### src/rtl/lpc_tgt_pkg.sv
// Shared state encoding and nibble codes for the nibble-bus memory target.
// Assumes a 4-bit bus and single-byte transfers.
package lpc_tgt_pkg;

    typedef enum logic [3:0] {
        ST_IDLE,
        ST_START,
        ST_ADDR,
        ST_SIZE,
        ST_WDATA,
        ST_HTAR,
        ST_SYNC,
        ST_RDATA,
        ST_TTAR
    } lpc_state_e;

    localparam logic [3:0] OPEN_MEM     = 4'h0;
    localparam logic [3:0] OPEN_FW_RD   = 4'hD;
    localparam logic [3:0] OPEN_FW_WR   = 4'hE;
    localparam logic [3:0] TYPE_MEM_RD  = 4'h4;
    localparam logic [3:0] TYPE_MEM_WR  = 4'h6;
    localparam logic [3:0] SIZE_BYTE    = 4'h0;
    localparam logic [3:0] SYNC_READY   = 4'h0;
    localparam logic [3:0] SYNC_WAIT    = 4'h5;
    localparam logic [3:0] TURN_DRIVE   = 4'hF;

endpackage

### src/rtl/lpc_frame_fsm.sv
// Cycle sequencer: captures the opening code, qualifies the cycle kind,
// counts address/data/turnaround nibbles and steps through the response.
// Assumes win_hit is valid while the last generic address nibble is on lad_in.
module lpc_frame_fsm
    import lpc_tgt_pkg::*;
#(
    parameter int ADDR_NIBS = 8,
    parameter int FW_NIBS   = 7,
    localparam int CNT_W    = $clog2(ADDR_NIBS)
) (
    input  logic             clk,
    input  logic             rst_n,
    input  logic             lframe_n,
    input  logic [3:0]       lad_in,
    input  logic [3:0]       dev_id,
    input  logic             win_hit,
    input  logic             mem_done,
    output lpc_state_e       state,
    output logic             is_write,
    output logic             phase,
    output logic             req_start,
    output logic             clr_addr,
    output logic             shift_addr,
    output logic             shift_wdata
);

    logic [3:0]       open_q;
    logic             is_fw;
    logic [CNT_W-1:0] cnt;
    logic             fw_open;
    logic             mem_type_ok;
    logic             last_nib;

    assign fw_open     = (open_q == OPEN_FW_RD) || (open_q == OPEN_FW_WR);
    assign mem_type_ok = (lad_in == TYPE_MEM_RD) || (lad_in == TYPE_MEM_WR);
    assign last_nib    = (cnt == '0);
    assign phase       = cnt[0];

    // Strobes toward the data path and the memory handshake.
    always_comb begin
        clr_addr    = (state == ST_START);
        shift_addr  = lframe_n && (state == ST_ADDR);
        shift_wdata = lframe_n && (state == ST_WDATA);
        req_start   = 1'b0;
        if (lframe_n) begin
            if (state == ST_ADDR && last_nib && !is_fw && win_hit && !is_write)
                req_start = 1'b1;
            if (state == ST_SIZE && lad_in == SIZE_BYTE && !is_write)
                req_start = 1'b1;
            if (state == ST_WDATA && last_nib)
                req_start = 1'b1;
        end
    end

    // State register: abort on a low strobe, otherwise advance per nibble.
    always_ff @(posedge clk) begin
        if (!rst_n) begin
            state    <= ST_IDLE;
            open_q   <= '0;
            is_write <= 1'b0;
            is_fw    <= 1'b0;
            cnt      <= '0;
        end else if (!lframe_n) begin
            state  <= ST_START;
            open_q <= lad_in;
        end else begin
            case (state)
                ST_IDLE: state <= ST_IDLE;
                ST_START: begin
                    state <= ST_IDLE;
                    if (open_q == OPEN_MEM && mem_type_ok) begin
                        state    <= ST_ADDR;
                        is_write <= lad_in[1];
                        is_fw    <= 1'b0;
                        cnt      <= CNT_W'(ADDR_NIBS - 1);
                    end else if (fw_open && lad_in == dev_id) begin
                        state    <= ST_ADDR;
                        is_write <= (open_q == OPEN_FW_WR);
                        is_fw    <= 1'b1;
                        cnt      <= CNT_W'(FW_NIBS - 1);
                    end
                end
                ST_ADDR: begin
                    if (!last_nib) begin
                        cnt <= cnt - 1'b1;
                    end else if (is_fw) begin
                        state <= ST_SIZE;
                    end else if (!win_hit) begin
                        state <= ST_IDLE;
                    end else begin
                        state <= is_write ? ST_WDATA : ST_HTAR;
                        cnt   <= CNT_W'(1);
                    end
                end
                ST_SIZE: begin
                    if (lad_in != SIZE_BYTE) begin
                        state <= ST_IDLE;
                    end else begin
                        state <= is_write ? ST_WDATA : ST_HTAR;
                        cnt   <= CNT_W'(1);
                    end
                end
                ST_WDATA: begin
                    if (last_nib) begin
                        state <= ST_HTAR;
                        cnt   <= CNT_W'(1);
                    end else begin
                        cnt <= cnt - 1'b1;
                    end
                end
                ST_HTAR: begin
                    if (last_nib) state <= ST_SYNC;
                    else          cnt   <= cnt - 1'b1;
                end
                ST_SYNC: begin
                    if (mem_done) begin
                        state <= is_write ? ST_TTAR : ST_RDATA;
                        cnt   <= CNT_W'(1);
                    end
                end
                ST_RDATA: begin
                    if (last_nib) begin
                        state <= ST_TTAR;
                        cnt   <= CNT_W'(1);
                    end else begin
                        cnt <= cnt - 1'b1;
                    end
                end
                ST_TTAR: begin
                    if (last_nib) state <= ST_IDLE;
                    else          cnt   <= cnt - 1'b1;
                end
                default: state <= ST_IDLE;
            endcase
        end
    end

endmodule

### src/rtl/lpc_nibble_path.sv
// Data path: assembles address and write-data nibbles and holds the read byte.
// Assumes the address arrives most significant nibble first and the write
// byte low nibble first. The oldest address nibble drops out of the register.
module lpc_nibble_path #(
    parameter int SHIFT_W = 28
) (
    input  logic               clk,
    input  logic               rst_n,
    input  logic               clr_addr,
    input  logic               shift_addr,
    input  logic               shift_wdata,
    input  logic               ack_take,
    input  logic [3:0]         lad_in,
    input  logic [7:0]         mem_rdata,
    output logic [SHIFT_W-1:0] addr_q,
    output logic [7:0]         wdata_q,
    output logic [7:0]         rdata_q
);

    // Address shift register, cleared at each opening code.
    always_ff @(posedge clk) begin
        if (!rst_n || clr_addr) addr_q <= '0;
        else if (shift_addr)    addr_q <= {addr_q[SHIFT_W-5:0], lad_in};
    end

    // Write byte: the new nibble enters at the top, so the first ends low.
    always_ff @(posedge clk) begin
        if (!rst_n)           wdata_q <= '0;
        else if (shift_wdata) wdata_q <= {lad_in, wdata_q[7:4]};
    end

    // Read byte captured on the acknowledge.
    always_ff @(posedge clk) begin
        if (!rst_n)        rdata_q <= '0;
        else if (ack_take) rdata_q <= mem_rdata;
    end

endmodule

### src/rtl/lpc_mem_handshake.sv
// Request/acknowledge toward memory: raises the request once per claimed
// cycle, holds it until acknowledged, and withdraws it on a host abort.
module lpc_mem_handshake (
    input  logic clk,
    input  logic rst_n,
    input  logic abort,
    input  logic req_start,
    input  logic mem_ack,
    output logic mem_req,
    output logic mem_done,
    output logic ack_take
);

    assign ack_take = mem_req && mem_ack;

    // Request and completion flags.
    always_ff @(posedge clk) begin
        if (!rst_n || abort) begin
            mem_req  <= 1'b0;
            mem_done <= 1'b0;
        end else if (req_start) begin
            mem_req  <= 1'b1;
            mem_done <= 1'b0;
        end else if (ack_take) begin
            mem_req  <= 1'b0;
            mem_done <= 1'b1;
        end
    end

endmodule

### src/rtl/lpc_lad_driver.sv
// Output selection: picks the nibble and enable driven back onto the bus
// from the sequencer state. Purely combinational on registered inputs.
module lpc_lad_driver
    import lpc_tgt_pkg::*;
(
    input  lpc_state_e state,
    input  logic       phase,
    input  logic       mem_done,
    input  logic [7:0] rdata_q,
    output logic [3:0] lad_out,
    output logic       lad_oe
);

    // Drive sync, read nibbles, then one turnaround nibble.
    always_comb begin
        lad_out = '0;
        lad_oe  = 1'b0;
        case (state)
            ST_SYNC: begin
                lad_oe  = 1'b1;
                lad_out = mem_done ? SYNC_READY : SYNC_WAIT;
            end
            ST_RDATA: begin
                lad_oe  = 1'b1;
                lad_out = phase ? rdata_q[3:0] : rdata_q[7:4];
            end
            ST_TTAR: begin
                lad_oe  = phase;
                lad_out = phase ? TURN_DRIVE : 4'h0;
            end
            default: begin
                lad_out = '0;
                lad_oe  = 1'b0;
            end
        endcase
    end

endmodule

### src/rtl/lpc_mem_target.sv
// Top level of the nibble-bus memory target. It ties the sequencer, data
// path, memory handshake and output driver together and decodes the generic
// address window. Assumes WIN_W + MEM_AW <= 28 and a single clock domain.
module lpc_mem_target
    import lpc_tgt_pkg::*;
#(
    parameter int              MEM_AW   = 20,
    parameter int              WIN_W    = 8,
    parameter logic [WIN_W-1:0] WIN_BASE = 8'hFF
) (
    input  logic              clk,
    input  logic              rst_n,
    input  logic              lframe_n,
    input  logic [3:0]        lad_in,
    output logic [3:0]        lad_out,
    output logic              lad_oe,
    input  logic [3:0]        dev_id,
    output logic              mem_req,
    output logic              mem_we,
    output logic [MEM_AW-1:0] mem_addr,
    output logic [7:0]        mem_wdata,
    input  logic [7:0]        mem_rdata,
    input  logic              mem_ack,
    output logic              standby
);

    localparam int ADDR_NIBS = 8;
    localparam int FW_NIBS   = 7;
    localparam int SHIFT_W   = 4 * ADDR_NIBS - 4;

    lpc_state_e         state;
    logic               phase;
    logic               req_start;
    logic               clr_addr;
    logic               shift_addr;
    logic               shift_wdata;
    logic               mem_done;
    logic               ack_take;
    logic               win_hit;
    logic [SHIFT_W-1:0] addr_q;
    logic [7:0]         rdata_q;

    // While the last address nibble is on the bus, the window bits sit at the top.
    assign win_hit  = (addr_q[SHIFT_W-1 -: WIN_W] == WIN_BASE);
    assign mem_addr = addr_q[MEM_AW-1:0];
    assign standby  = lframe_n && (state == ST_IDLE) && !mem_req;

    lpc_frame_fsm #(
        .ADDR_NIBS (ADDR_NIBS),
        .FW_NIBS   (FW_NIBS)
    ) u_fsm (
        .clk         (clk),
        .rst_n       (rst_n),
        .lframe_n    (lframe_n),
        .lad_in      (lad_in),
        .dev_id      (dev_id),
        .win_hit     (win_hit),
        .mem_done    (mem_done),
        .state       (state),
        .is_write    (mem_we),
        .phase       (phase),
        .req_start   (req_start),
        .clr_addr    (clr_addr),
        .shift_addr  (shift_addr),
        .shift_wdata (shift_wdata)
    );

    lpc_nibble_path #(
        .SHIFT_W (SHIFT_W)
    ) u_path (
        .clk         (clk),
        .rst_n       (rst_n),
        .clr_addr    (clr_addr),
        .shift_addr  (shift_addr),
        .shift_wdata (shift_wdata),
        .ack_take    (ack_take),
        .lad_in      (lad_in),
        .mem_rdata   (mem_rdata),
        .addr_q      (addr_q),
        .wdata_q     (mem_wdata),
        .rdata_q     (rdata_q)
    );

    lpc_mem_handshake u_hs (
        .clk       (clk),
        .rst_n     (rst_n),
        .abort     (!lframe_n),
        .req_start (req_start),
        .mem_ack   (mem_ack),
        .mem_req   (mem_req),
        .mem_done  (mem_done),
        .ack_take  (ack_take)
    );

    lpc_lad_driver u_drv (
        .state    (state),
        .phase    (phase),
        .mem_done (mem_done),
        .rdata_q  (rdata_q),
        .lad_out  (lad_out),
        .lad_oe   (lad_oe)
    );

endmodule

### config.mk
export PLATFORM = sky130hd
export DESIGN_NAME = lpc_mem_target
export DESIGN_NICKNAME = d
export VERILOG_FILES = /design/src/rtl/lpc_tgt_pkg.sv /design/src/rtl/lpc_frame_fsm.sv /design/src/rtl/lpc_nibble_path.sv /design/src/rtl/lpc_mem_handshake.sv /design/src/rtl/lpc_lad_driver.sv /design/src/rtl/lpc_mem_target.sv
export SDC_FILE = /design/constraint.sdc
export NUM_CORES = 1
export LEC_CHECK = 0
export BUFFER_PORTS_ARGS = -buffer_cell sky130_fd_sc_hd__buf_2
export CORE_MARGIN = 5
export CORE_UTILIZATION = 40
export DETAILED_ROUTE_END_ITERATION = 12
export GPL_TIMING_DRIVEN = 0
export SLEW_MARGIN = 20
export SYNTH_ARGS = -nofsm -noshare
export SYNTH_HDL_FRONTEND = slang
export SYNTH_SLANG_ARGS = --single-unit
export TNS_END_PERCENT = 20
### constraint.sdc
create_clock -name clk -period 2.8 [get_ports clk]
set_input_delay 0.56 -clock clk [delete_from_list [all_inputs] [get_ports clk]]
set_output_delay 0.56 -clock clk [all_outputs]
set_load 0.05 [all_outputs]
==> Yosys cells after proc, flatten, opt, wreduce, memory -nomap -nowiden <==
Cells that the tools add are included.
{ "classes": {"n_addsub": 1, "eq_ne": 31, "muxes": 40, "n_reduce_logical": 40} }
{ "ops": {"columns": ["operator", "n"], "rows": [
  ["4-bit two-way mux", 13],
  ["4-bit one-hot mux with 8 select lines", 1],
  ["3-bit two-way mux", 10],
  ["4-bit by 3-bit equality test with 1-bit output, second input constant", 6],
  ["3-bit one-hot mux with 6 select lines", 1],
  ["3-bit != test, second input constant", 5],
  ["1-bit logical AND", 14],
  ["4-bit equality test, second input constant", 3],
  ["4-bit logical NOT", 3],
  ["1-bit two-way mux", 12],
  ["3-bit by 2-bit != test with 1-bit output, second input constant", 4],
  ["4-bit one-hot mux with 3 select lines", 1],
  ["6-bit AND reduction", 2],
  ["2-bit != test, second input constant", 5],
  ["4-bit by 2-bit equality test with 1-bit output, second input constant", 2],
  ["8-bit equality test, second input constant", 1],
  ["8-bit AND reduction", 1],
  ["2-bit OR reduction", 4],
  ["2-bit by 1-bit != test with 1-bit output, second input constant", 3],
  ["6-bit nonzero test", 1],
  ["1-bit logical NOT", 5],
  ["4-bit by 1-bit equality test with 1-bit output, second input constant", 1],
  ["4-bit equality test", 1],
  ["1-bit logical OR", 4],
  ["other kinds (8)", 9]
]} }
{ "totals": {"regBits": 59, "in_bits": 20, "out_inout_bits": 36, "word_cells": 123} }

==> Logic depth before layout (Yosys ltp) <==
{ "depth": {"depth_word": 10, "ltp_mapped": 10, "depth_no_buf": 8} }

==> By module <==
A second synthesis with hierarchy kept.
{ "hier_totals": {"hier_cells": 330, "hier_area_um2": 3160.5} }
{ "by_module_without_submodules": {"columns": ["module", "instances", "cells_per_inst", "area_per_inst_um2", "seq_area_each_um2"], "rows": [
  ["lpc_nibble_path", 1, 142, 1629.1, 880.8],
  ["lpc_frame_fsm", 1, 157, 1258.7, 260.2],
  ["lpc_lad_driver", 1, 16, 140.1, 0.0],
  ["lpc_mem_handshake", 1, 9, 95.1, 40.0],
  ["lpc_mem_target", 1, 6, 37.5, 0.0]
]} }

==> Worst setup path before layout <==
No wires, ideal clock.
{ "synth_path": {"path_type": "reg-to-output", "startpoint": "register u_hs.mem_req", "endpoint": "output port standby", "arrival_ns": 2.302, "required_ns": 2.240, "slack_ns": -0.062, "stages_incl_launch_ff": 3, "path_buffers": 1, "path_cell_list": "dfxtp_1 clkbuf_1 nor4_1"} }
{ "synth_via": {"elab_chain_len": 2} }
{ "synth_rtl": {"columns": ["item", "line", "source"], "rows": [
  ["from (decl)", "lpc_mem_handshake.sv:9", "output logic mem_req,"],
  ["from (signal assigned)", "lpc_mem_handshake.sv:19", "mem_req <= 1'b0;"],
  ["from (signal assigned)", "lpc_mem_handshake.sv:22", "mem_req <= 1'b1;"],
  ["from (signal assigned)", "lpc_mem_handshake.sv:25", "mem_req <= 1'b0;"],
  ["1-bit logical NOT", "lpc_mem_target.sv:46", "assign standby = lframe_n && (state == ST_IDLE) && !mem_req;"],
  ["1-bit logical AND", "lpc_mem_target.sv:46", null],
  ["to (decl)", "lpc_mem_target.sv:24", "output logic standby"]
]} }
No other way between the ends.

==> Worst setup path after layout <==
{ "layout_path": {"startpoint": "register u_fsm.state[0]", "endpoint": "output port lad_out[3]"} }
{ "layout_via": {"elab_chain_len": 2, "word_cells_on_any_way": 4, "classes_between": "eq/ne: 3; mux: 1"} }
{ "layout_rtl": {"columns": ["item", "line", "source"], "rows": [
  ["from (decl)", "lpc_frame_fsm.sv:18", "output lpc_state_e state,"],
  ["from (signal assigned)", "lpc_frame_fsm.sv:91", "state <= is_write ? ST_WDATA : ST_HTAR;"],
  ["from (signal assigned)", "lpc_frame_fsm.sv:99", "state <= is_write ? ST_WDATA : ST_HTAR;"],
  ["from (signal assigned)", "lpc_frame_fsm.sv:117", "state <= is_write ? ST_TTAR : ST_RDATA;"],
  ["4-bit equality test or 4-bit by 3-bit equality test with 1-bit output (tied branches)", "lpc_lad_driver.sv:18", "case (state)"],
  ["4-bit one-hot mux with 3 select lines (*)", "lpc_lad_driver.sv:18", null],
  ["to (decl)", "lpc_mem_target.sv:15", "output logic [3:0] lad_out,"]
]} }
Mark *: on every way between the ends. The rest lies on a longest branch, timed or not.

==> flow_metrics.env <==
export IMPL_clockRootBuffer="clkbuf_8"
export IMPL_yosysSeqAreaShare=0.375
export IMPL_synth_ff_type="dfxtp_1"
export IMPL_num_rows=32
export IMPL_endpoint_kind="output pin"
export IMPL_crit_reg2reg_launch="u_fsm.cnt[0]"
export IMPL_r2r_slack_ns=0.22
export IMPL_r2r_end="u_fsm.cnt[0]"
export IMPL_synth_avg_cell_area_um2=7.94
export IMPL_finClkSkew_ns=0.00933
export IMPL_setup_tns_ns=0
export IMPL_path_clk_slew_ns=0.07
export IMPL_numCtsBuffers=9
export IMPL_critical_path_required_ns=2.24
export IMPL_async_reset_ff_frac=0
export IMPL_syn_area_mm2=0.00315
export IMPL_rsz0062_at_grt="true"
export IMPL_period_needed_ns=2.66
export IMPL_ir_drop_mv=0.273
export IMPL_setup_slack_ns=0.143
export IMPL_seq_area_mm2=0.00118
export IMPL_multi_input_area_mm2=0.00169
export IMPL_yosys_register_bits=59
export IMPL_grt_use_total=0.169
export IMPL_power_mw=1.84
export IMPL_startpoint_type="register"
export IMPL_routedWlPerCell_um=13.8
export IMPL_antenna_found_initial=0
export IMPL_initial_core_util=0.410
export IMPL_power_per_cell_area_mw_per_mm2=485
export IMPL_fin_util=0.493
export IMPL_n_antenna_cell=0
export IMPL_initialDrtViolationCount=200
export IMPL_synthToLayoutAreaGrowth_pct=20.3
export IMPL_clk_latency_ns=0.33
export IMPL_placed_area_mm2=0.00356
export IMPL_grt_overflow=0
export IMPL_syn_nets=420
export IMPL_synth_edff_count=0
export IMPL_worstRegToRegCells=8
export IMPL_fillCellCount=803
export IMPL_grt_pass1_vias=2840
export IMPL_drc=0
export IMPL_grt_max_degree=11
export IMPL_synth_cells=397
export IMPL_critical_path_class="register to output pin"
export IMPL_ios=56
export IMPL_fmax_mhz=376
export IMPL_drt_pass1_iter_count=5
export IMPL_die_y_um=98.8
export IMPL_ys_types=57
export IMPL_crit_arrival_ns=2.10
export IMPL_leakage_nw=1.50
export IMPL_maxSlewHeadroom=0.500
export IMPL_drive_above_1_share=0.242
export IMPL_worstMarginPinSlew_ns=0.738
export IMPL_setup_violations_final=0
export IMPL_hold_worst_slack_ns=0.456
export IMPL_stdcell_count=569
export IMPL_core_area_mm2=0.00769
export IMPL_min_path_type="register to register"
export IMPL_pre_cts_slack_ns=0.00450
export IMPL_cap_violations=0
export IMPL_min_path_cells=2
export IMPL_dp_hpwl_mm=5.83
export IMPL_h_tree_depth=3
export IMPL_ys_warn_count=0
export IMPL_cp_max_fo=10
export IMPL_io_buffer_count=55
export IMPL_cts_sinks=59
export IMPL_outcome="complete, no violations"
export IMPL_nets=485
export IMPL_holdPathEnd="u_path.addr_q[24]"
export IMPL_die_w_um=98.8
export IMPL_dieArea_mm2=0.00975
export IMPL_grt_pass1_wl_mm=13.5
export IMPL_via_count=2970
export IMPL_wirelength_mm=7.86
export IMPL_hold_start="u_path.addr_q[24]"
export IMPL_routabilityCongestion=0.908
export IMPL_maxSlewViolCount=0
export IMPL_placed_cells=554
export IMPL_cts_hold_buf=0
export IMPL_antenna_left=0
export IMPL_cts_tree="built"
export IMPL_post_route_period_util=0.949
export IMPL_finalHoldViolCount=0
export IMPL_fin_area_mm2=0.00379
export IMPL_clock_path_buffers=2
export IMPL_routed_via_density=5.22
-- cells by family (layout without fill, tap and decap cells) --
| kind of cell | count (synthesis) | count (layout) | synth area share |
|---|---|---|---|
| compound gates | 95 | 95 | 0.204 |
| mux | 15 | 15 | 0.0484 |
| fa+ha+maj | 4 | 4 | 0.0151 |
| buf+inv | 54 | 124 | 0.0909 |
| xor+xnor | 5 | 5 | 0.0139 |
| simple gates | 165 | 165 | 0.253 |
| flops | 59 | 59 | 0.375 |
-- timing repair --
action | CTS | global route
pin swaps | 0 | 0
endpoints found under the setup margin | 6 | 7
gates resized for setup | 5 | 8
buffers inserted | 0 | 0
-- synthesized netlist by cell type (4+ instances only) --
| master | n | share of area |
|---|---|---|
| nand2_1 | 81 | 0.097 |
| dfxtp_1 | 59 | 0.37 |
| a21oi_1 | 38 | 0.060 |
| nor2_1 | 21 | 0.025 |
| buf_4 | 20 | 0.048 |
| nor2b_1 | 17 | 0.034 |
| clkbuf_1 | 16 | 0.019 |
| nand3_1 | 16 | 0.025 |
| mux2i_1 | 13 | 0.041 |
| o21ai_0 | 11 | 0.017 |
| a21boi_0 | 9 | 0.021 |
| inv_1 | 9 | 0.011 |
| buf_2 | 7 | 0.011 |
| nand2b_1 | 5 | 0.0099 |
| a31oi_1 | 4 | 0.0079 |
| nor4_1 | 4 | 0.0079 |
| o211ai_1 | 4 | 0.0095 |
| xor2_1 | 4 | 0.011 |
-- metal layers --
| layer | track usage | vias to the layer above | routed length (um) |
|---|---|---|---|
| met3 | 0.0453 | 17 | 478 |
| met1 | 0.224 | 1372 | 3710 |
| met5 | 0 | - | 0 |
| met2 | 0.260 | 85 | 3540 |
| met4 | 0.0662 | 0 | 136 |
| li1 | - | 1496 | - |
-- power by group --
part / internal (mW) / switching [mW]
clock: 0.526 / 0.331
combinational: 0.0497 / 0.0783
sequential: 0.846 / 0.00885
-- worst max-delay path by stage --
| stage | depth (start not counted) | from | to | slack (ns) |
|---|---|---|---|---|
| final | 6 | u_fsm.state[0] | lad_out[3] | 0.14 |
| after global routing | 6 | u_fsm.state[0] | lad_out[3] | -0.004 |
| after CTS | 8 | u_fsm.state[1] | lad_out[2] | 0.004 |
| after detailed placement | 8 | u_fsm.state[1] | lad_out[2] | 0.005 |
| after global placement | 8 | u_fsm.state[1] | lad_out[2] | -0.008 |
| after floorplan | 4 | u_fsm.state[1] | lad_out[0] | 0.001 |
-- state kept, by name, indices dropped and copies added (netlist names) --
| register | cells |
|---|---|
| u_fsm.is_fw | 1 |
| u_hs.mem_done | 1 |
| u_path.rdata_q | 8 |
| u_fsm.state | 4 |
| u_hs.mem_req | 1 |
| u_fsm.cnt | 3 |
| u_path.wdata_q | 8 |
| u_fsm.open_q | 4 |
| u_path.addr_q | 28 |
| u_fsm.is_write | 1 |
-- layout make-up --
class,instances,share of cell area
multi-input combinational,284,0.446
sequential,59,0.312
timing repair buffer,55,0.0739
buffer,44,0.0680
clock buffer,12,0.0383
tap,102,0.0337
clock inverter,4,0.0195
inverter,9,0.00891
-- critical path, stage by stage, from the launching register on --
cell      delay (ns)
dfxtp_1         0.40
clkbuf_1        0.35
clkbuf_2        0.29
nand3b_1        0.23
o21ai_0         0.12
a22o_1          0.18
buf_2           0.20
-- layout by cell type (no fill, tap or decap), types with 5 or more instances in the layout --
cell      instances
mux2i_1          13
dfxtp_1          57
a21boi_0          9
nor2b_1          17
o21ai_0          11
clkbuf_8         10
nand2_1          81
a21oi_1          38
buf_2            60
nand3_1          16
inv_1             9
nand2b_1          5
buf_4            23
clkbuf_1         15
nor2_1           21
Power figures use the tool's default switching activity.
